### src/rtl/spd_pkg.sv
// Shared types and array contents for the presence-detect responder.
// Assumes an 8-bit word address; the array always holds 256 entries.
package spd_pkg;

    typedef enum logic [2:0] {
        PH_IDLE,
        PH_DEV,
        PH_DEV_ACK,
        PH_ADDR,
        PH_ADDR_ACK,
        PH_TX,
        PH_TX_ACK
    } phase_e;

    typedef struct packed {
        logic start;
        logic stop;
        logic rise;
        logic fall;
        logic bit_ok;
        logic bit_val;
    } line_evt_t;

    // Raw array byte excluding the checksum slot.
    function automatic logic [7:0] spd_raw(input int unsigned idx);
        case (idx)
            0: return 8'h80;
            1: return 8'h08;
            2: return 8'h04;
            3: return 8'h0C;
            4: return 8'h09;
            5: return 8'h02;
            6: return 8'h40;
            7: return 8'h00;
            default: begin
                if (idx < 63) return 8'(idx);
                else if (idx == 63) return 8'h00;
                else return 8'(idx) ^ 8'hFF;
            end
        endcase
    endfunction

    // Modulo-256 sum over the first 63 bytes.
    function automatic logic [7:0] spd_checksum();
        logic [7:0] acc;
        acc = 8'h00;
        for (int i = 0; i < 63; i++) acc = acc + spd_raw(i);
        return acc;
    endfunction

endpackage

### src/rtl/i2c_line_tap.sv
// Holds the last host-written SCL/SDA sample and classifies each new write
// as START, STOP, SCL rise (with a stability flag) or SCL fall.
// Assumes one sample per write strobe; events are valid only in that cycle.
module i2c_line_tap (
    input  logic               clk,
    input  logic               rst_n,
    input  logic               wr_en,
    input  logic               scl_in,
    input  logic               sda_in,
    output logic               scl_q,
    output logic               sda_q,
    output spd_pkg::line_evt_t evt
);

    // Compare the incoming sample with the stored one.
    always_comb begin
        evt = '0;
        if (wr_en) begin
            if (scl_q && scl_in && (sda_q != sda_in)) begin
                evt.start = !sda_in;
                evt.stop  = sda_in;
            end else if (!scl_q && scl_in) begin
                evt.rise    = 1'b1;
                evt.bit_ok  = (sda_q == sda_in);
                evt.bit_val = sda_in;
            end else if (scl_q && !scl_in) begin
                evt.fall = 1'b1;
            end
        end
    end

    // Store the sample; bus-idle levels after reset.
    always_ff @(posedge clk) begin
        if (!rst_n) begin
            scl_q <= 1'b1;
            sda_q <= 1'b1;
        end else if (wr_en) begin
            scl_q <= scl_in;
            sda_q <= sda_in;
        end
    end

endmodule

### src/rtl/spd_rom.sv
// Fixed 256-byte presence-detect array with the checksum slot computed
// at elaboration. Purely combinational read.
module spd_rom #(
    parameter int ADDR_W = 8
) (
    input  logic [ADDR_W-1:0] addr,
    output logic [7:0]        data
);

    localparam int          CKSUM_IDX = 63;
    localparam logic [7:0]  CKSUM     = spd_pkg::spd_checksum();

    // Select the checksum slot or the computed content.
    always_comb begin
        if (int'(addr) == CKSUM_IDX) data = CKSUM;
        else                         data = spd_pkg::spd_raw(int'(addr));
    end

endmodule

### src/rtl/i2c_spd_fsm.sv
// Bus-side phase machine: receives the command and address bytes on clean
// SCL rises, acknowledges, and shifts out array bytes on SCL falls.
// Assumes MEM_BYTES is 128 or 256; all drive changes happen on SCL falls.
module i2c_spd_fsm #(
    parameter int MEM_BYTES = 256
) (
    input  logic               clk,
    input  logic               rst_n,
    input  spd_pkg::line_evt_t evt,
    input  logic [7:0]         rom_data,
    output logic [7:0]         rom_addr,
    output logic               sda_drv
);
    import spd_pkg::*;

    localparam int         BYTE_BITS = 8;
    localparam logic [2:0] LAST_BIT  = 3'(BYTE_BITS - 1);

    phase_e     phase;
    logic [2:0] bit_cnt;
    logic [7:0] shreg;
    logic       rw_q;
    logic [7:0] addr_q;
    logic [7:0] data_sh;
    logic [7:0] keep_mask;
    logic [7:0] addr_new;
    logic [7:0] addr_inc;

    // Capacity variant: full 8-bit address or bit 7 dropped.
    generate
        if (MEM_BYTES >= 256) begin : g_full
            assign keep_mask = 8'hFF;
        end else begin : g_half
            assign keep_mask = 8'(MEM_BYTES - 1);
        end
    endgenerate

    assign addr_new = {shreg[6:0], evt.bit_val} & keep_mask;
    assign addr_inc = (addr_q + 8'd1) & keep_mask;

    // Array read address for the byte about to be latched.
    always_comb begin
        rom_addr = addr_q;
        if (phase == PH_ADDR)        rom_addr = addr_new;
        else if (phase == PH_TX_ACK) rom_addr = addr_inc;
    end

    // Phase, counters, shift registers and data-line drive.
    always_ff @(posedge clk) begin
        if (!rst_n) begin
            phase   <= PH_IDLE;
            bit_cnt <= '0;
            shreg   <= '0;
            rw_q    <= 1'b0;
            addr_q  <= '0;
            data_sh <= '0;
            sda_drv <= 1'b1;
        end else if (evt.start) begin
            phase   <= PH_DEV;
            bit_cnt <= '0;
            shreg   <= '0;
            sda_drv <= 1'b1;
        end else if (evt.stop) begin
            phase   <= PH_IDLE;
            bit_cnt <= '0;
            sda_drv <= 1'b1;
        end else if (evt.rise && evt.bit_ok) begin
            case (phase)
                PH_DEV: begin
                    shreg   <= {shreg[6:0], evt.bit_val};
                    bit_cnt <= bit_cnt + 3'd1;
                    if (bit_cnt == LAST_BIT) begin
                        rw_q    <= evt.bit_val;
                        bit_cnt <= '0;
                        phase   <= PH_DEV_ACK;
                    end
                end
                PH_DEV_ACK: begin
                    bit_cnt <= '0;
                    shreg   <= '0;
                    if (rw_q) begin
                        data_sh <= rom_data;
                        phase   <= PH_TX;
                    end else begin
                        phase   <= PH_ADDR;
                    end
                end
                PH_ADDR: begin
                    shreg   <= {shreg[6:0], evt.bit_val};
                    bit_cnt <= bit_cnt + 3'd1;
                    if (bit_cnt == LAST_BIT) begin
                        addr_q  <= addr_new;
                        data_sh <= rom_data;
                        bit_cnt <= '0;
                        phase   <= PH_ADDR_ACK;
                    end
                end
                PH_ADDR_ACK: phase <= PH_IDLE;
                PH_TX: begin
                    data_sh <= {data_sh[6:0], 1'b0};
                    bit_cnt <= bit_cnt + 3'd1;
                    if (bit_cnt == LAST_BIT) begin
                        bit_cnt <= '0;
                        phase   <= PH_TX_ACK;
                    end
                end
                PH_TX_ACK: begin
                    if (!evt.bit_val) begin
                        addr_q  <= addr_inc;
                        data_sh <= rom_data;
                        phase   <= PH_TX;
                    end else begin
                        phase   <= PH_IDLE;
                    end
                end
                default: phase <= PH_IDLE;
            endcase
        end else if (evt.fall) begin
            case (phase)
                PH_DEV_ACK, PH_ADDR_ACK: sda_drv <= 1'b0;
                PH_TX:                   sda_drv <= data_sh[7];
                default:                 sda_drv <= 1'b1;
            endcase
        end
    end

endmodule

### src/rtl/spd_eeprom_bitbang.sv
// Top: register wrapper around the line tap, phase machine and array.
// Output register bit 1 = SCL, bit 0 = SDA; every write is a line sample.
// Input register bit 0 = wired-AND of host SDA and responder drive.
module spd_eeprom_bitbang #(
    parameter int REG_W     = 32,
    parameter int MEM_BYTES = 256
) (
    input  logic             clk,
    input  logic             rst_n,
    input  logic             host_wr_en,
    input  logic [REG_W-1:0] host_wr_data,
    output logic [REG_W-1:0] host_rd_data
);

    localparam int SCL_POS = 1;
    localparam int SDA_POS = 0;

    logic               scl_q;
    logic               sda_q;
    logic               sda_drv;
    logic [7:0]         rom_addr;
    logic [7:0]         rom_data;
    spd_pkg::line_evt_t line_evt;

    i2c_line_tap u_tap (
        .clk    (clk),
        .rst_n  (rst_n),
        .wr_en  (host_wr_en),
        .scl_in (host_wr_data[SCL_POS]),
        .sda_in (host_wr_data[SDA_POS]),
        .scl_q  (scl_q),
        .sda_q  (sda_q),
        .evt    (line_evt)
    );

    i2c_spd_fsm #(.MEM_BYTES(MEM_BYTES)) u_fsm (
        .clk      (clk),
        .rst_n    (rst_n),
        .evt      (line_evt),
        .rom_data (rom_data),
        .rom_addr (rom_addr),
        .sda_drv  (sda_drv)
    );

    spd_rom #(.ADDR_W(8)) u_rom (
        .addr (rom_addr),
        .data (rom_data)
    );

    // Input register: wired-AND data level in bit 0.
    always_comb begin
        host_rd_data          = '0;
        host_rd_data[SDA_POS] = sda_q & sda_drv;
    end

endmodule

### config.mk
export PLATFORM = sky130hd
export DESIGN_NAME = spd_eeprom_bitbang
export DESIGN_NICKNAME = d
export VERILOG_FILES = /design/src/rtl/spd_pkg.sv /design/src/rtl/i2c_line_tap.sv /design/src/rtl/spd_rom.sv /design/src/rtl/i2c_spd_fsm.sv /design/src/rtl/spd_eeprom_bitbang.sv
export SDC_FILE = /design/constraint.sdc
export NUM_CORES = 1
export LEC_CHECK = 0
export BUFFER_PORTS_ARGS = -buffer_cell sky130_fd_sc_hd__buf_4
export CAP_MARGIN = 0
export CORE_ASPECT_RATIO = 0.7
export CORE_MARGIN = 4
export CORE_UTILIZATION = 44
export DETAILED_ROUTE_END_ITERATION = 8
export GPL_ROUTABILITY_DRIVEN = 1
export HOLD_SLACK_MARGIN = 0.03
export PLACE_DENSITY = 0.75
export SLEW_MARGIN = 20
export SYNTH_ARGS = -nofsm -noshare
export SYNTH_HDL_FRONTEND = slang
export SYNTH_SLANG_ARGS = --single-unit
### constraint.sdc
create_clock -name clk -period 6.3 [get_ports clk]
set_input_delay 0.315 -clock clk [delete_from_list [all_inputs] [get_ports clk]]
set_output_delay 0.315 -clock clk [all_outputs]
set_load 0.03 [all_outputs]
**Word-level counts from Yosys, hierarchy flattened**

Cells that the tools add are included.

- Add/subtract/negate cells: 2
- Order comparisons: 1
- Equality and inequality tests: 26
- Multiplexer cells: 33
- Bitwise logic cells: 6
- Reduce and logical (&&, ||, !) cells: 27

Operators with widths:

| operator | count |
|---|---|
| 2-to-1 mux 8 bit | 10 |
| case mux 8 bit (8 select lines) | 1 |
| equality test 8 x 3 -> 1 bit, second input constant | 4 |
| case mux 8 bit (4 select lines) | 1 |
| 2-to-1 mux 3 bit | 6 |
| equality test 8 x 2 -> 1 bit, second input constant | 2 |
| case mux 8 bit (2 select lines) | 1 |
| case mux 3 bit (5 select lines) | 1 |
| case mux 7 bit (2 select lines) | 1 |
| equality test 3 bit, second input constant | 4 |
| adder 8 x 1 -> 8 bit, second input constant | 1 |
| equality test 8 x 1 -> 1 bit, second input constant | 1 |
| equality test 8 x 6 -> 1 bit, second input constant | 1 |
| equality test 8 x 7 -> 1 bit, second input constant | 1 |
| logical NOT 8 bit | 1 |
| less-than comparator 8 x 6 -> 1 bit, second input constant | 1 |
| inequality test 4 x 3 -> 1 bit, second input constant | 2 |
| NOT 8 bit | 1 |
| AND reduction 4 bit | 2 |
| AND reduction 7 bit | 1 |
| equality test 3 x 2 -> 1 bit, second input constant | 2 |
| 2-to-1 mux 1 bit | 6 |
| 2-to-1 mux 6 bit | 1 |
| inequality test 2 x 1 -> 1 bit, second input constant | 3 |
| 23 further kinds | 40 |

- Register bits: 33
- Logic and storage cells: 105

**Depth between registers and ports, before layout**

- Word-level depth: 14
- Mapped depth: 10
- Mapped depth without buffers: 9

**Cells and area by module**

A second synthesis with hierarchy kept.

- Cell total of the unflattened synthesis: 324
- Area, all modules: 2622.5 µm²

By module, submodules not included:

| module | instances | cells each | area each (µm²) | sequential area each (µm²) |
|---|---|---|---|---|
| i2c_spd_fsm | 1 | 247 | 2062.0 | 620.6 |
| spd_eeprom_bitbang | 1 | 33 | 242.7 | 0.0 |
| spd_rom | 1 | 29 | 171.4 | 0.0 |
| i2c_line_tap | 1 | 15 | 146.4 | 40.0 |

**Least setup slack after synthesis**

No wires, ideal clock.

- Path kind: reg2reg
- From: register u_fsm.addr_q[1]
- To: register u_fsm.data_sh[2]
- Library setup time: 0.117 ns
- Data arrival time: 2.191 ns
- Setup slack: 3.991 ns
- Stages on the path, launching flop included: 10
- Path buffers: 1
- Cell sequence: dfxtp_1 -> ha_1 -> clkbuf_1 -> nand4_1 -> or3_1 -> nand3_1 -> nand4_1 -> o211a_1 -> nand3b_1 -> a32o_1

- Word-level cells in the longest chain between the ends: 10

Ends and longest elaborated chain:

| item | line | source |
|---|---|---|
| from (decl) | i2c_spd_fsm.sv:23 | `logic [7:0] addr_q;` |
| from (signal assigned) | i2c_spd_fsm.sv:92 | `addr_q <= addr_new;` |
| from (signal assigned) | i2c_spd_fsm.sv:109 | `addr_q <= addr_inc;` |
| adder 8 x 1 -> 8 bit | i2c_spd_fsm.sv:39 | `assign addr_inc = (addr_q + 8'd1) & keep_mask;` |
| 2-to-1 mux 8 bit (*) | i2c_spd_fsm.sv:45 | `else if (phase == PH_TX_ACK) rom_addr = addr_inc;` |
| 2-to-1 mux 8 bit (*) | i2c_spd_fsm.sv:44 | `if (phase == PH_ADDR) rom_addr = addr_new;` |
| parallel branches: the longest is 4 deep, another holds less-than comparator 8 x 6 -> 1 bit | - |  |
| 2-to-1 mux 8 bit (*) | spd_rom.sv:15 | `if (int'(addr) == CKSUM_IDX) data = CKSUM;` |
| 2-to-1 mux 8 bit, on equally long branches | i2c_spd_fsm.sv:108, i2c_spd_fsm.sv:81, i2c_spd_fsm.sv:91 |  |
| case mux 8 bit (4 select lines) (*) | i2c_spd_fsm.sv:68 | `case (phase)` |
| to (signal assigned) | i2c_spd_fsm.sv:82 | `data_sh <= rom_data;` |
| to (signal assigned) | i2c_spd_fsm.sv:100 | `data_sh <= {data_sh[6:0], 1'b0};` |
| to (signal assigned) | i2c_spd_fsm.sv:110 | `data_sh <= rom_data;` |
| to (decl) | i2c_spd_fsm.sv:24 | `logic [7:0] data_sh;` |

Every way passes the cells marked *. The select of a mux whose other input is x is not followed.
A chain may end at the register's enable or synchronous reset.

**Worst setup path after layout**

- From: register u_fsm.phase[0]
- To: register u_fsm.data_sh[7]

- Word-level cells in the longest chain between the ends: 10

Ends and longest elaborated chain:

| item | line | source |
|---|---|---|
| from (decl) | i2c_spd_fsm.sv:19 | `phase_e phase;` |
| from (signal assigned) | i2c_spd_fsm.sv:51 | `phase <= PH_IDLE;` |
| from (signal assigned) | i2c_spd_fsm.sv:59 | `phase <= PH_DEV;` |
| from (signal assigned) | i2c_spd_fsm.sv:64 | `phase <= PH_IDLE;` |
| parallel branches: the longest is 10 deep, another holds less-than comparator 8 x 6 -> 1 bit | - |  |

Several ways; the timed one is not identified. The select of a mux whose other input is x is not followed.

==> results.sh <==
export IMPL_cp_arrival_ns=3.17
export IMPL_antenna_found_initial=0
export IMPL_cp_max_fo=30
export IMPL_power_density_nw_per_um2=184
export IMPL_cts_resized=0
export IMPL_final_core_util_pct=46.1
export IMPL_cp_common_cell="a21oi_1"
export IMPL_syn2layout_area_growth_pct=1.84
export IMPL_cts_root_buf="clkbuf_8"
export IMPL_grt_usage_pct=17.2
export IMPL_hold_depth=3
export IMPL_start_util_pct=45.3
export IMPL_crit_buf_inv=1
export IMPL_endpoint_kind="flop"
export IMPL_clk_latency_ns=0.29
export IMPL_yosysMostFrequentCell="buf_4"
export IMPL_hold_viol=0
export IMPL_max_slew_margin_pct=49.6
export IMPL_p_comb_share_pct=11.8
export IMPL_synth_seq_cells=33
export IMPL_grt_pass1_wl_um=10200
export IMPL_synth_top_cells_by_count="35 x buf_4, 33 x dfxtp_1, 29 x nor2_1, 27 x nand2_1, 22 x a21oi_1"
export IMPL_ant_nets=0
export IMPL_pwr_share_seq_pct=43.8
export IMPL_hold_class="primary input to flop"
export IMPL_synth_top_area_cell="dfxtp_1"
export IMPL_grt_max_degree=31
export IMPL_ir_worst_vdd_mv=0.0868
export IMPL_diodes=0
export IMPL_avgSynthCellArea_um2=7.65
export IMPL_crit_family="compound AO/OA/AOI/OAI gates"
export IMPL_tightest_slew_ns=0.754
export IMPL_dp_hpwl_um=4210
export IMPL_die_y_um=72.1
export IMPL_portBuffers=5
export IMPL_drc=0
export IMPL_synth_cell_area_um2=2580
export IMPL_async_flop_share_pct=0
export IMPL_design_core_area_um2=5700
export IMPL_p_int_uw=351
export IMPL_first_pass_iters=6
export IMPL_ios=67
export IMPL_setup_viol=0
export IMPL_path_cells="buf_4 -> nor2b_1 -> a21oi_1 -> a221oi_4 -> nand4_1 -> o31ai_1 -> or3_1 -> a21oi_1"
export IMPL_cp_required_ns=6.48
export IMPL_yosys_warnings=0
export IMPL_gp_congestion=0.899
export IMPL_finalCritPeriodShare_pct=47.4
export IMPL_fmax_ghz=0.335
export IMPL_worst_setup_path_start_kind="flop"
export IMPL_clkSinkCount=33
export IMPL_grt_overflow=0
export IMPL_rsz0062_at_grt="no"
export IMPL_cts_setup_buffers=0
export IMPL_synth_edf_count=0
export IMPL_timing_worst_setup_path_type="flop to flop"
export IMPL_first_iter_violations=261
export IMPL_synth_area_leaders="dfxtp_1 26%, buf_4 10%, a21oi_1 4.3%"
export IMPL_ys_flop_type="dfxtp_1"
export IMPL_maxCapViolCount=0
export IMPL_yosys_cell_types_count=70
export IMPL_power_frac_clock_pct=44.4
export IMPL_totalWireLength_um=6050
export IMPL_synthCells=337
export IMPL_worst_path_stages=8
export IMPL_synth_top_area_share_pct=25.6
export IMPL_fin_skew_ns=0.00690
export IMPL_holdWs_ns=0.283
export IMPL_tns_ns=0
export IMPL_layout_nets=367
export IMPL_dieArea_um2=7170
export IMPL_status="finished clean"
export IMPL_cts_tree="done"
export IMPL_reg2reg_depth=8
export IMPL_wire_per_inst_um=14.9
export IMPL_vias_per_cell=5.87
export IMPL_netSwitchingFraction_pct=27.6
export IMPL_layout_drive_gt1_share_pct=9.39
export IMPL_placementRows=23
export IMPL_crit_slowest_cell="nor2b_1"
export IMPL_cts_htree_levels=2
export IMPL_p_leak_nw=0.997
export IMPL_synth_seq_area_share_pct=25.6
export IMPL_cts_hold_buffers=0
export IMPL_cts_buffer_depth=2
export IMPL_die_x_um=99.5
export IMPL_drv_slew=0
export IMPL_p_sw_uw=133
export IMPL_clk_pin_slew_ns=0.07
export IMPL_min_period_ns=2.99
export IMPL_cts_buffers=5
export IMPL_grt_pass1_vias=2079
export IMPL_max_stage_delay_ns=0.66
export IMPL_vias=2379
## sequential cells by signal, indices dropped and copies added (netlist names)
register,cells
u_fsm.sda_drv,1
u_tap.scl_q,1
u_fsm.rw_q,1
u_fsm.data_sh,8
u_fsm.phase,3
u_fsm.bit_cnt,3
u_fsm.addr_q,8
u_tap.sda_q,1
u_fsm.shreg,7
## layer usage
metal	wire (µm)	track usage [%]	vias up	part of all wire, %
li1	-	-	1154	-
met5	0	0	-	0
met1	2930	26.3	1088	48
met4	80	3.79	0	1.3
met3	530	5.00	20	8.8
met2	2510	23.5	117	41
## final cells by class
class / instances / area [µm²]
fill: 567 / 3070
multi-input combinational: 275 / 1670
sequential: 33 / 661
tap: 75 / 93.8
clock buffer: 6 / 82.6
timing repair buffer: 8 / 60.1
clock inverter: 2 / 37.5
inverter: 6 / 22.5
## cells in the final DEF, fill, tap and decap left out, drive strengths merged, types with 4 or more instances in the layout
master	netlist	final
nand2	27	27
dfxtp	33	33
or3	4	4
o31ai	5	5
nor3	9	9
o211ai	5	5
nand2b	6	6
nand3b	5	5
nor2	30	30
clkbuf	11	6
a21o	4	4
and2	9	9
buf	42	8
a22oi	7	7
a21boi	4	4
nor2b	4	4
o21ai	26	26
inv	6	6
conb	1	31
a21oi	22	22
nand3	14	14
## per-stage QoR
step / power [mW] / setup WS [ns] / instances / instance area [µm²]
after global placement: 0.272 / 3.38 / 397 / 2510
after floorplan: 0.280 / 3.99 / 367 / 2690
final: 0.484 / 3.31 / 405 / 2630
after global routing: 0.503 / 3.09 / 405 / 2630
after CTS: 0.487 / 3.34 / 405 / 2630
after detailed placement: 0.273 / 3.38 / 397 / 2510
## power groups by stage
| stage | clock network, mW | logic, mW | registers, mW |
|---|---|---|---|
| finish | 0.215 | 0.0571 | 0.212 |
| global route | 0.229 | 0.0617 | 0.212 |
| CTS | 0.219 | 0.0562 | 0.212 |
| detailed placement | 0 | 0.0561 | 0.217 |
| global placement | 0 | 0.0558 | 0.217 |
| floorplan | 0 | 0.0630 | 0.217 |
## path summary, 6_finish.rpt
kind | from | end | slack, ns
worst max-delay path | u_fsm.phase[0]$_SDFFE_PN0P_ | u_fsm.data_sh[7]$_SDFFE_PN0P_ | 3.31
worst min-delay path | host_wr_data[0] | u_tap.sda_q$_SDFFE_PN1P_ | 0.28
worst max register to register | u_fsm.phase[0]$_SDFFE_PN0P_ | u_fsm.data_sh[7]$_SDFFE_PN0P_ | 3.31
worst min register to register | u_fsm.data_sh[0]$_SDFFE_PN0P_ | u_fsm.data_sh[0]$_SDFFE_PN0P_ | 0.46
## worst register-to-register path, cell delays in order, from the launching register on
cell and delay (ns):
dfxtp_1 0.31, buf_4 0.27, nor2b_1 0.67, a21oi_1 0.22, a221oi_4 0.40, nand4_1 0.22
o31ai_1 0.51, or3_1 0.19, a21oi_1 0.07
## cells by family after synthesis
group / synth area share, %
buffers and inverters: 14.0
xor gates and xnor gates: 0.679
adders and majority gates: 1.46
other: 0.145
DFF: 25.6
and+or+nand+nor: 28.0
muxes: 1.16
AOI/OAI and AO/OA: 28.9
No activity file was read; power rests on OpenSTA's default activity.
